### src/rtl/cache_dir_pkg.sv
package cache_dir_pkg;

    // Width of an index able to address n items; never less than one bit.
    function automatic int idx_w(input int n);
        return (n > 1) ? $clog2(n) : 1;
    endfunction

endpackage

### src/rtl/cd_lookup.sv
// Tag comparison across all ways of one set.
module cd_lookup #(
    parameter int WAYS  = 2,
    parameter int TAG_W = 7,
    localparam int WAY_W = cache_dir_pkg::idx_w(WAYS)
) (
    input  logic [WAYS-1:0]            valid_i,
    input  logic [WAYS-1:0][TAG_W-1:0] tags_i,
    input  logic [TAG_W-1:0]           tag_i,
    output logic                       hit_o,
    output logic [WAY_W-1:0]           way_o
);
    logic [WAYS-1:0] match;

    for (genvar w = 0; w < WAYS; w++) begin : g_cmp
        assign match[w] = valid_i[w] && (tags_i[w] == tag_i);
    end

    assign hit_o = |match;

    always_comb begin
        way_o = '0;
        for (int w = WAYS - 1; w >= 0; w--) begin
            if (match[w]) way_o = WAY_W'(w);
        end
    end
endmodule

### src/rtl/cd_victim.sv
// Chooses the way to fill: lowest invalid way, else the oldest way.
module cd_victim #(
    parameter int WAYS = 2,
    localparam int WAY_W = cache_dir_pkg::idx_w(WAYS)
) (
    input  logic [WAYS-1:0]            valid_i,
    input  logic [WAYS-1:0][WAY_W-1:0] age_i,
    output logic [WAY_W-1:0]           way_o
);
    logic [WAY_W-1:0] free_way;
    logic [WAY_W-1:0] old_way;
    logic             any_free;

    always_comb begin
        free_way = '0;
        any_free = 1'b0;
        for (int w = WAYS - 1; w >= 0; w--) begin
            if (!valid_i[w]) begin
                free_way = WAY_W'(w);
                any_free = 1'b1;
            end
        end
    end

    always_comb begin
        old_way = '0;
        for (int w = 0; w < WAYS; w++) begin
            if (age_i[w] == WAY_W'(WAYS - 1)) old_way = WAY_W'(w);
        end
    end

    assign way_o = any_free ? free_way : old_way;
endmodule

### src/rtl/cd_lru.sv
// Exact recency update: accessed way gets age 0, younger ways age by one.
module cd_lru #(
    parameter int WAYS = 2,
    localparam int WAY_W = cache_dir_pkg::idx_w(WAYS)
) (
    input  logic [WAYS-1:0][WAY_W-1:0] age_i,
    input  logic [WAY_W-1:0]           way_i,
    output logic [WAYS-1:0][WAY_W-1:0] age_o
);
    logic [WAY_W-1:0] ref_age;

    assign ref_age = age_i[way_i];

    for (genvar w = 0; w < WAYS; w++) begin : g_age
        always_comb begin
            if (WAY_W'(w) == way_i) begin
                age_o[w] = '0;
            end else if (age_i[w] < ref_age) begin
                age_o[w] = age_i[w] + 1'b1;
            end else begin
                age_o[w] = age_i[w];
            end
        end
    end
endmodule

### src/rtl/cache_dir.sv
module cache_dir #(
    parameter int NBLK  = 4,
    parameter int WAYS  = 2,
    parameter int BLK_W = 8,
    parameter int CNT_W = 16,
    localparam int SETS      = NBLK / WAYS,
    localparam int IDX_BITS  = $clog2(SETS),
    localparam int IDX_W     = cache_dir_pkg::idx_w(SETS),
    localparam int TAG_W     = BLK_W - IDX_BITS,
    localparam int WAY_W     = cache_dir_pkg::idx_w(WAYS),
    localparam int WAY_OUT_W = cache_dir_pkg::idx_w(NBLK)
) (
    input  logic                 clk,
    input  logic                 rst_n,
    input  logic                 clr,
    input  logic                 req_valid,
    input  logic [BLK_W-1:0]     req_blk,
    output logic                 resp_valid,
    output logic                 resp_hit,
    output logic [WAY_OUT_W-1:0] resp_way,
    output logic [CNT_W-1:0]     miss_count
);
    typedef struct packed {
        logic [SETS-1:0][WAYS-1:0]              valid;
        logic [SETS-1:0][WAYS-1:0][TAG_W-1:0]   tag;
        logic [SETS-1:0][WAYS-1:0][WAY_W-1:0]   age;
        logic [CNT_W-1:0]                       miss_cnt;
        logic                                   resp_valid;
        logic                                   resp_hit;
        logic [WAY_W-1:0]                       resp_way;
    } dir_t;

    dir_t st_q, st_d;

    logic [IDX_W-1:0]            set_idx;
    logic [TAG_W-1:0]            req_tag;
    logic                        look_hit;
    logic [WAY_W-1:0]            hit_way;
    logic [WAY_W-1:0]            vic_way;
    logic [WAY_W-1:0]            use_way;
    logic [WAYS-1:0][WAY_W-1:0]  age_nx;

    assign set_idx = IDX_W'(req_blk % BLK_W'(SETS));
    assign req_tag = TAG_W'(req_blk >> IDX_BITS);

    cd_lookup #(.WAYS(WAYS), .TAG_W(TAG_W)) u_look (
        .valid_i (st_q.valid[set_idx]),
        .tags_i  (st_q.tag[set_idx]),
        .tag_i   (req_tag),
        .hit_o   (look_hit),
        .way_o   (hit_way)
    );

    cd_victim #(.WAYS(WAYS)) u_vic (
        .valid_i (st_q.valid[set_idx]),
        .age_i   (st_q.age[set_idx]),
        .way_o   (vic_way)
    );

    assign use_way = look_hit ? hit_way : vic_way;

    cd_lru #(.WAYS(WAYS)) u_lru (
        .age_i (st_q.age[set_idx]),
        .way_i (use_way),
        .age_o (age_nx)
    );

    always_comb begin
        st_d            = st_q;
        st_d.resp_valid = 1'b0;
        st_d.resp_hit   = 1'b0;
        st_d.resp_way   = '0;
        if (!rst_n || clr) begin
            st_d.valid    = '0;
            st_d.tag      = '0;
            st_d.miss_cnt = '0;
            for (int s = 0; s < SETS; s++) begin
                for (int w = 0; w < WAYS; w++) begin
                    st_d.age[s][w] = WAY_W'(w);
                end
            end
        end else if (req_valid) begin
            st_d.valid[set_idx][use_way] = 1'b1;
            st_d.tag[set_idx][use_way]   = req_tag;
            st_d.age[set_idx]            = age_nx;
            st_d.resp_valid              = 1'b1;
            st_d.resp_hit                = look_hit;
            st_d.resp_way                = use_way;
            if (!look_hit) st_d.miss_cnt = st_q.miss_cnt + 1'b1;
        end
    end

    always_ff @(posedge clk) begin
        st_q <= st_d;
    end

    assign resp_valid = st_q.resp_valid;
    assign resp_hit   = st_q.resp_hit;
    assign resp_way   = WAY_OUT_W'(st_q.resp_way);
    assign miss_count = st_q.miss_cnt;
endmodule

### config.mk
export PLATFORM = sky130hd
export DESIGN_NAME = cache_dir
export DESIGN_NICKNAME = d
export VERILOG_FILES = /design/src/rtl/cache_dir_pkg.sv /design/src/rtl/cd_lookup.sv /design/src/rtl/cd_victim.sv /design/src/rtl/cd_lru.sv /design/src/rtl/cache_dir.sv
export SDC_FILE = /design/constraint.sdc
export NUM_CORES = 1
export LEC_CHECK = 0
export ABC_AREA = 1
export BUFFER_PORTS_ARGS = -buffer_cell sky130_fd_sc_hd__buf_2
export CAP_MARGIN = 20
export CORE_UTILIZATION = 50
export DETAILED_ROUTE_END_ITERATION = 16
export GPL_ROUTABILITY_DRIVEN = 0
export PLACE_DENSITY_LB_ADDON = 0.05
export SYNTH_ARGS = -nofsm -noshare
export SYNTH_HDL_FRONTEND = slang
export SYNTH_HIERARCHICAL = 1
export SYNTH_SLANG_ARGS = --single-unit
### constraint.sdc
create_clock -name clk -period 2.1 [get_ports clk]
set_clock_uncertainty 0.1 [all_clocks]
set_input_delay 0.315 -clock clk [delete_from_list [all_inputs] [get_ports clk]]
set_output_delay 0.315 -clock clk [all_outputs]
set_load 0.05 [all_outputs]
* After elaboration in Yosys (flattened, before gate mapping) *
Cells that the tools add are included.
W data, S select, Z words.

cells by class
  divide/modulo/power cells = 0
  magnitude comparators = 6
  $add $sub $neg = 3
  bitwise logic cells = 3
  multiply operators = 0
  reductions and logical operators = 9
  mux-type cells = 33
  eq/ne operators = 2
  shifts and indexed selects = 0

operators by type and width
  kind                     number
  $mux W14                 3
  $bwmux W28               1
  $add A16 B1 Y16 const B  1
  $mux W1                  15
  $demux W14 S1            1
  $eq A7 B7 Y1             2
  $mux W2                  6
  $demux W7 S1             1
  $mux W7                  1
  $bwmux W4                1
  $demux W2 S1             2
  $logic_and A1 B1 Y1      4
  $lt A1 B2 Y1 const B     2
  $or A4 B4 Y4             1
  $reduce_or A2 Y1         2
  $mux W3                  1
  $add A1 B1 Y1 const B    2
  $ge A1 B1 Y1 const B     2
  $lt A1 B1 Y1             2
  $not A1 Y1               2
  $reduce_and A2 Y1        1
  $demux W1 S1             1
  $logic_not A1 Y1         1
  $logic_or A1 B1 Y1       1

word-level totals
  RAM bits = 0
  bits in registers = 55
  logic and storage cells = 70
  bits in latches = 0
  output and inout bits = 20
  memories kept = 0
  bits in read-only memories = 0
  input bits = 12

* Logic depth before layout (Yosys ltp) *
  depth in word-level cells = 14
  gate-level depth with buffers = 20
  gate-level depth less buffers = 19

* Hierarchy *
The synthesis kept the hierarchy.

modules (own cells, without submodules)
  module     cells an instance  area an instance (sq um)  seq. area each (sq um)  instances
  cache_dir  355                2,518.7                   1,101.1                 1
  cd_lookup  94                 384.1                     0.0                     1
  cd_victim  4                  16.3                      0.0                     1
  cd_lru     4                  15.0                      0.0                     1

* Worst setup path after synthesis *
OpenSTA, ideal clock, no wires.

  path type = input-to-reg
  start point = input port req_blk[0]
  end point = register st_q[42] in the netlist's numbering
  stages on the path = 18
  library setup time = 0.117 ns
  required time = 1.883 ns
  path buffers = 2
  arrival time = 1.964 ns
  slack = -0.081 ns
  cell sequence = inv_1 -> clkbuf_1 -> nand2_1 -> o21ai_0 -> inv_1 -> a21boi_0 -> nand2_1 -> nor2_1 -> nand2_1 -> nand2_1 -> inv_1 -> nand2_1 -> nand2_2 -> inv_4 -> nand2_4 -> buf_6 -> o21ai_1 -> a21oi_1

between the ends
  elaborated cells between the ends (all ways) = 30
  those cells by class = order compare (4); eq/ne (2); mux (19); reduce/logical (5)

RTL lines
  what                                                                RTL line         text
  start, declared                                                     cache_dir.sv:17  input logic [BLK_W-1:0] req_blk,
  $mux W14 (implied by the code) (2 in series)                        cache_dir.sv:48  .tags_i (st_q.tag[set_idx]),
  $eq A7 B7 Y1                                                        cd_lookup.sv:16  assign match[w] = valid_i[w] && (tags_i[w] == tag_i);
  $logic_and A1 B1 Y1                                                 cd_lookup.sv:16
  $reduce_or A2 Y1 *                                                  cd_lookup.sv:19  assign hit_o = |match;
  net look_hit                                                        cache_dir.sv:37  logic look_hit;
  $mux W1 *                                                           cache_dir.sv:60  assign use_way = look_hit ? hit_way : vic_way;
  net use_way                                                         cache_dir.sv:40  logic [WAY_W-1:0] use_way;
  $lt A1 B2 Y1 (implied by the code) or $ge A1 B1 Y1 (tied branches)  cache_dir.sv:84  st_d.tag[set_idx][use_way] = req_tag;
  $logic_and A1 B1 Y1 (implied by the code)                           cache_dir.sv:84
  $mux W7 (implied by the code)                                       cache_dir.sv:84
  $demux W7 S1 *                                                      cache_dir.sv:84
  $mux W14 (implied by the code) *                                    cache_dir.sv:84
  $demux W14 S1 *                                                     cache_dir.sv:84
  $bwmux W28 *                                                        cache_dir.sv:84
  end signal, assigned                                                cache_dir.sv:94  st_q <= st_d;
  end, declared                                                       cache_dir.sv:33  dir_t st_q, st_d;

The timed path passes the listed nets; every way through them passes the cells marked *. The select of a mux whose other input is x is not followed.
A chain may end at the register's enable or synchronous reset.

* Worst setup path in the final report *
  start point = register st_q[39] in the netlist's numbering
  end point = register st_q[30] in the netlist's numbering

between the ends
  longest elaborated chain between the ends = 13
  elaborated cells between the ends (all ways) = 15
  those cells by class = order compare (2); eq/ne (1); mux (9); reduce/logical (3)

RTL lines
  what                                                                RTL line
  $mux W14 (implied by the code) * (2 in series)                      cache_dir.sv:48
  $eq A7 B7 Y1 *                                                      cd_lookup.sv:16
  $logic_and A1 B1 Y1 *                                               cd_lookup.sv:16
  $reduce_or A2 Y1 *                                                  cd_lookup.sv:19
  net look_hit                                                        cache_dir.sv:37
  $mux W1 *                                                           cache_dir.sv:60
  net use_way                                                         cache_dir.sv:40
  $lt A1 B2 Y1 (implied by the code) or $ge A1 B1 Y1 (tied branches)  cache_dir.sv:84
  $logic_and A1 B1 Y1 (implied by the code)                           cache_dir.sv:84
  $mux W7 (implied by the code)                                       cache_dir.sv:84
  $demux W7 S1 *                                                      cache_dir.sv:84
  $mux W14 (implied by the code) *                                    cache_dir.sv:84
  $demux W14 S1 *                                                     cache_dir.sv:84
  $bwmux W28 *                                                        cache_dir.sv:84

Marked as above.

==> out/results.tsv <==
metric	value	unit
Final WS setup	0.0523	ns
area of placed instances	3150	um^2
overall power	1.97	mW
post-synthesis sequential area ratio	0.375	
yosys synthesis warning count	6	
Final HPWL DP	4850	um
worst vdd ir	308	uV
period utilisation layout	0.975	
final period demand of the worst path	2.05	ns
Layout Nets	506	
Critical Path Start Type	flop	
Yosys top cell area share	0.375	
IO Count	32	
routed len/inst	12.2	um
Post-Syn Area	2930	um^2
post-route cell area	3460	um^2
fraction of layout cells with a size suffix above 1	0.275	
Root Buffer	clkbuf_8	
setup violators final	0	
Max Cap Violations	0	
most frequent cells in the layout	nand2_1, nor2_1, dfxtp_1	
Remaining Overflow, GRT	0	
Area contributors post-synth	dfxtp_1, nand2_1, nor2_1, o21ai_0, inv_1	
largest net degree at the start of global routing	41	
Setup CP Type	flop to flop	
GRT Total Usage	0.237	
H-tree levels	2	
Yosys top cell by area	dfxtp_1	
Num CTS Buffers	5	
# rows	27	
CTS sink cnt	55	
Pwr Density	569	nW/um^2
# fillers	545	
post-synthesis cell count	457	
FF/Latch Area	1110	um^2
Post-Route WL	6900	um
post-synthesis cell type count	34	
fin. max-slew vios	0	
Diodes inserted	0	
clk slew on worst S/H paths	0.09	ns
core area	5570	um^2
most common cell after layout, fill and taps aside	nand2_1	
remaining antenna violation count after routing	0	
post-route DRC violation count	0	
Worst Path Max Fanout	8	
Worst Min Path Start	req_blk[1]	
initial antenna violation count	0	
Vias/cell	4.89	
CTS tree	done	
Vias	2770	
synthesized area per cell	6.42	um^2
Synth Register Bits	55	
WP data required	2.22	ns
Critical Path Start	st_q[39]	
DRT Pass-1 Iters	4	
fmax	488	MHz
Die Y	78.6	um
r2r startpoint	st_q[39]	
crit path DAT	2.17	ns
first-pass GRT wire length	11600	um
count of routing violations after the opening detailed-route iteration	137	
slew at the pin closest to its max-slew limit	0.564	ns
Synthesized Nets	470	
final hold violation count	0	
pre-CTS setup slack	-0.305	ns
Hold Crit Class	input port to flop	
Final Util	0.620	
Die X	78.6	um
Die ar.	6180	um^2
status	finished clean	
vias in the first global route	2475	
Initial Utilization	0.526	
Clock Tree Buf Depth	2	
count of input and output buffers	30	
Slew headroom	0.623	
multi-input logic area	1550	um^2
Clock Latency Late Sink	0.32	ns
Area Growth Syn to Fin	17.9	%
RSZ-0062 raised after global routing	true	
CP Capture Type	flop	
Leak	1.58	nW
[worst max-delay path: stages, from the launching register on]
cell      delay [ns]
dfxtp_1         0.32
inv_1           0.06
o21ai_2         0.16
inv_1           0.06
nand2_1         0.08
nand2_2         0.06
inv_1           0.05
nand2_1         0.05
nor2_1          0.12
nand2_1         0.08
nand2_2         0.10
nand2_2         0.07
nand2_4         0.10
inv_6           0.06
nor2_4          0.17
clkinv_4        0.14
nor2_2          0.13
nor2_1          0.04
[cells in the mapped netlist]
cell type / count
nand2_1: 119
nor2_1: 86
dfxtp_1: 55
inv_1: 50
o21ai_0: 42
buf_4: 18
a21oi_1: 16
nand3_1: 12
inv_2: 10
clkbuf_1: 6
nor2_4: 6
nand4_1: 4
nor2_2: 4
nand2_2: 3
nor3_1: 3
nor3b_1: 3
a211oi_1: 2
buf_2: 2
a21boi_0: 1
a21boi_2: 1
a21o_1: 1
a21oi_2: 1
and2_1: 1
buf_6: 1
clkinv_1: 1
conb_1: 1
ha_1: 1
inv_4: 1
nand2_4: 1
nand3_2: 1
o21ai_1: 1
o21ai_2: 1
xnor2_1: 1
xor2_1: 1
[through the flow]
| step | cells | setup TNS, ns | hold slack, ns |
|---|---|---|---|
| 2_1_floorplan | 457 | 0 | 0.325 |
| 3_3_place_gp | 550 | -10.17 | 0.339 |
| 3_5_place_dp | 550 | -11.08 | 0.343 |
| 4_1_cts | 558 | 0 | 0.210 |
| 5_1_grt | 566 | -0.850 | 0.243 |
| 6_report | 566 | 0 | 0.237 |
[power by group]
group	total [mW]	switching (mW)	internal, mW	leakage, nW
clock	0.652	0.350	0.302	0.0515
combinational	0.247	0.164	0.0826	1.08
sequential	1.07	0.00912	1.06	0.448
total	1.97	0.523	1.45	1.58
[flip-flops by register name, summed over array words and instances, names as in the netlist]
signal and flops:
st_q 36, resp_valid 1, resp_hit 1, miss_count 16, resp_way 1
[cells by family after synthesis]
group | Yosys count | synth area share
buf+inv | 89 | 0.141
simple gates | 243 | 0.351
other cells | 1 | 0.00128
flops | 55 | 0.375
fa+ha+maj | 1 | 0.00426
compound gates | 66 | 0.121
xor+xnor | 2 | 0.00597
[per-layer routing]
| metal | part of all wire | up-vias | track usage | wire (um) |
|---|---|---|---|---|
| met1 | 0.50 | 1255 | 0.336 | 3480 |
| li1 | - | 1460 | - | - |
| met2 | 0.45 | 48 | 0.369 | 3090 |
| met4 | 0.0094 | 0 | 0.0611 | 65 |
| met5 | 0 | - | 0 | 0 |
| met3 | 0.039 | 7 | 0.0419 | 270 |
[final cells by class]
class / count / share of cell area
clock buffers: 8 / 0.0289
inverters: 62 / 0.0702
multi-input cells: 313 / 0.449
flip-flops and latches: 55 / 0.321
well taps: 72 / 0.0260
repair buffers: 56 / 0.106
[path summary, 6_finish.rpt]
kind	endpoint	slack, ns	cells after the start
max	st_q[30]	0.05	17
min	st_q[30]	0.24	3
max reg2reg	st_q[30]	0.05	17
min reg2reg	st_q[42]	0.36	2
[repair_timing]
item                       4_1_cts  5_1_grt
resized for setup                5       76
buffers inserted                 0        8
hold buffers                     0        0
setup endpoints to repair       13       50
pin swaps                        0       15
No activity file was read; power rests on OpenSTA's default activity.
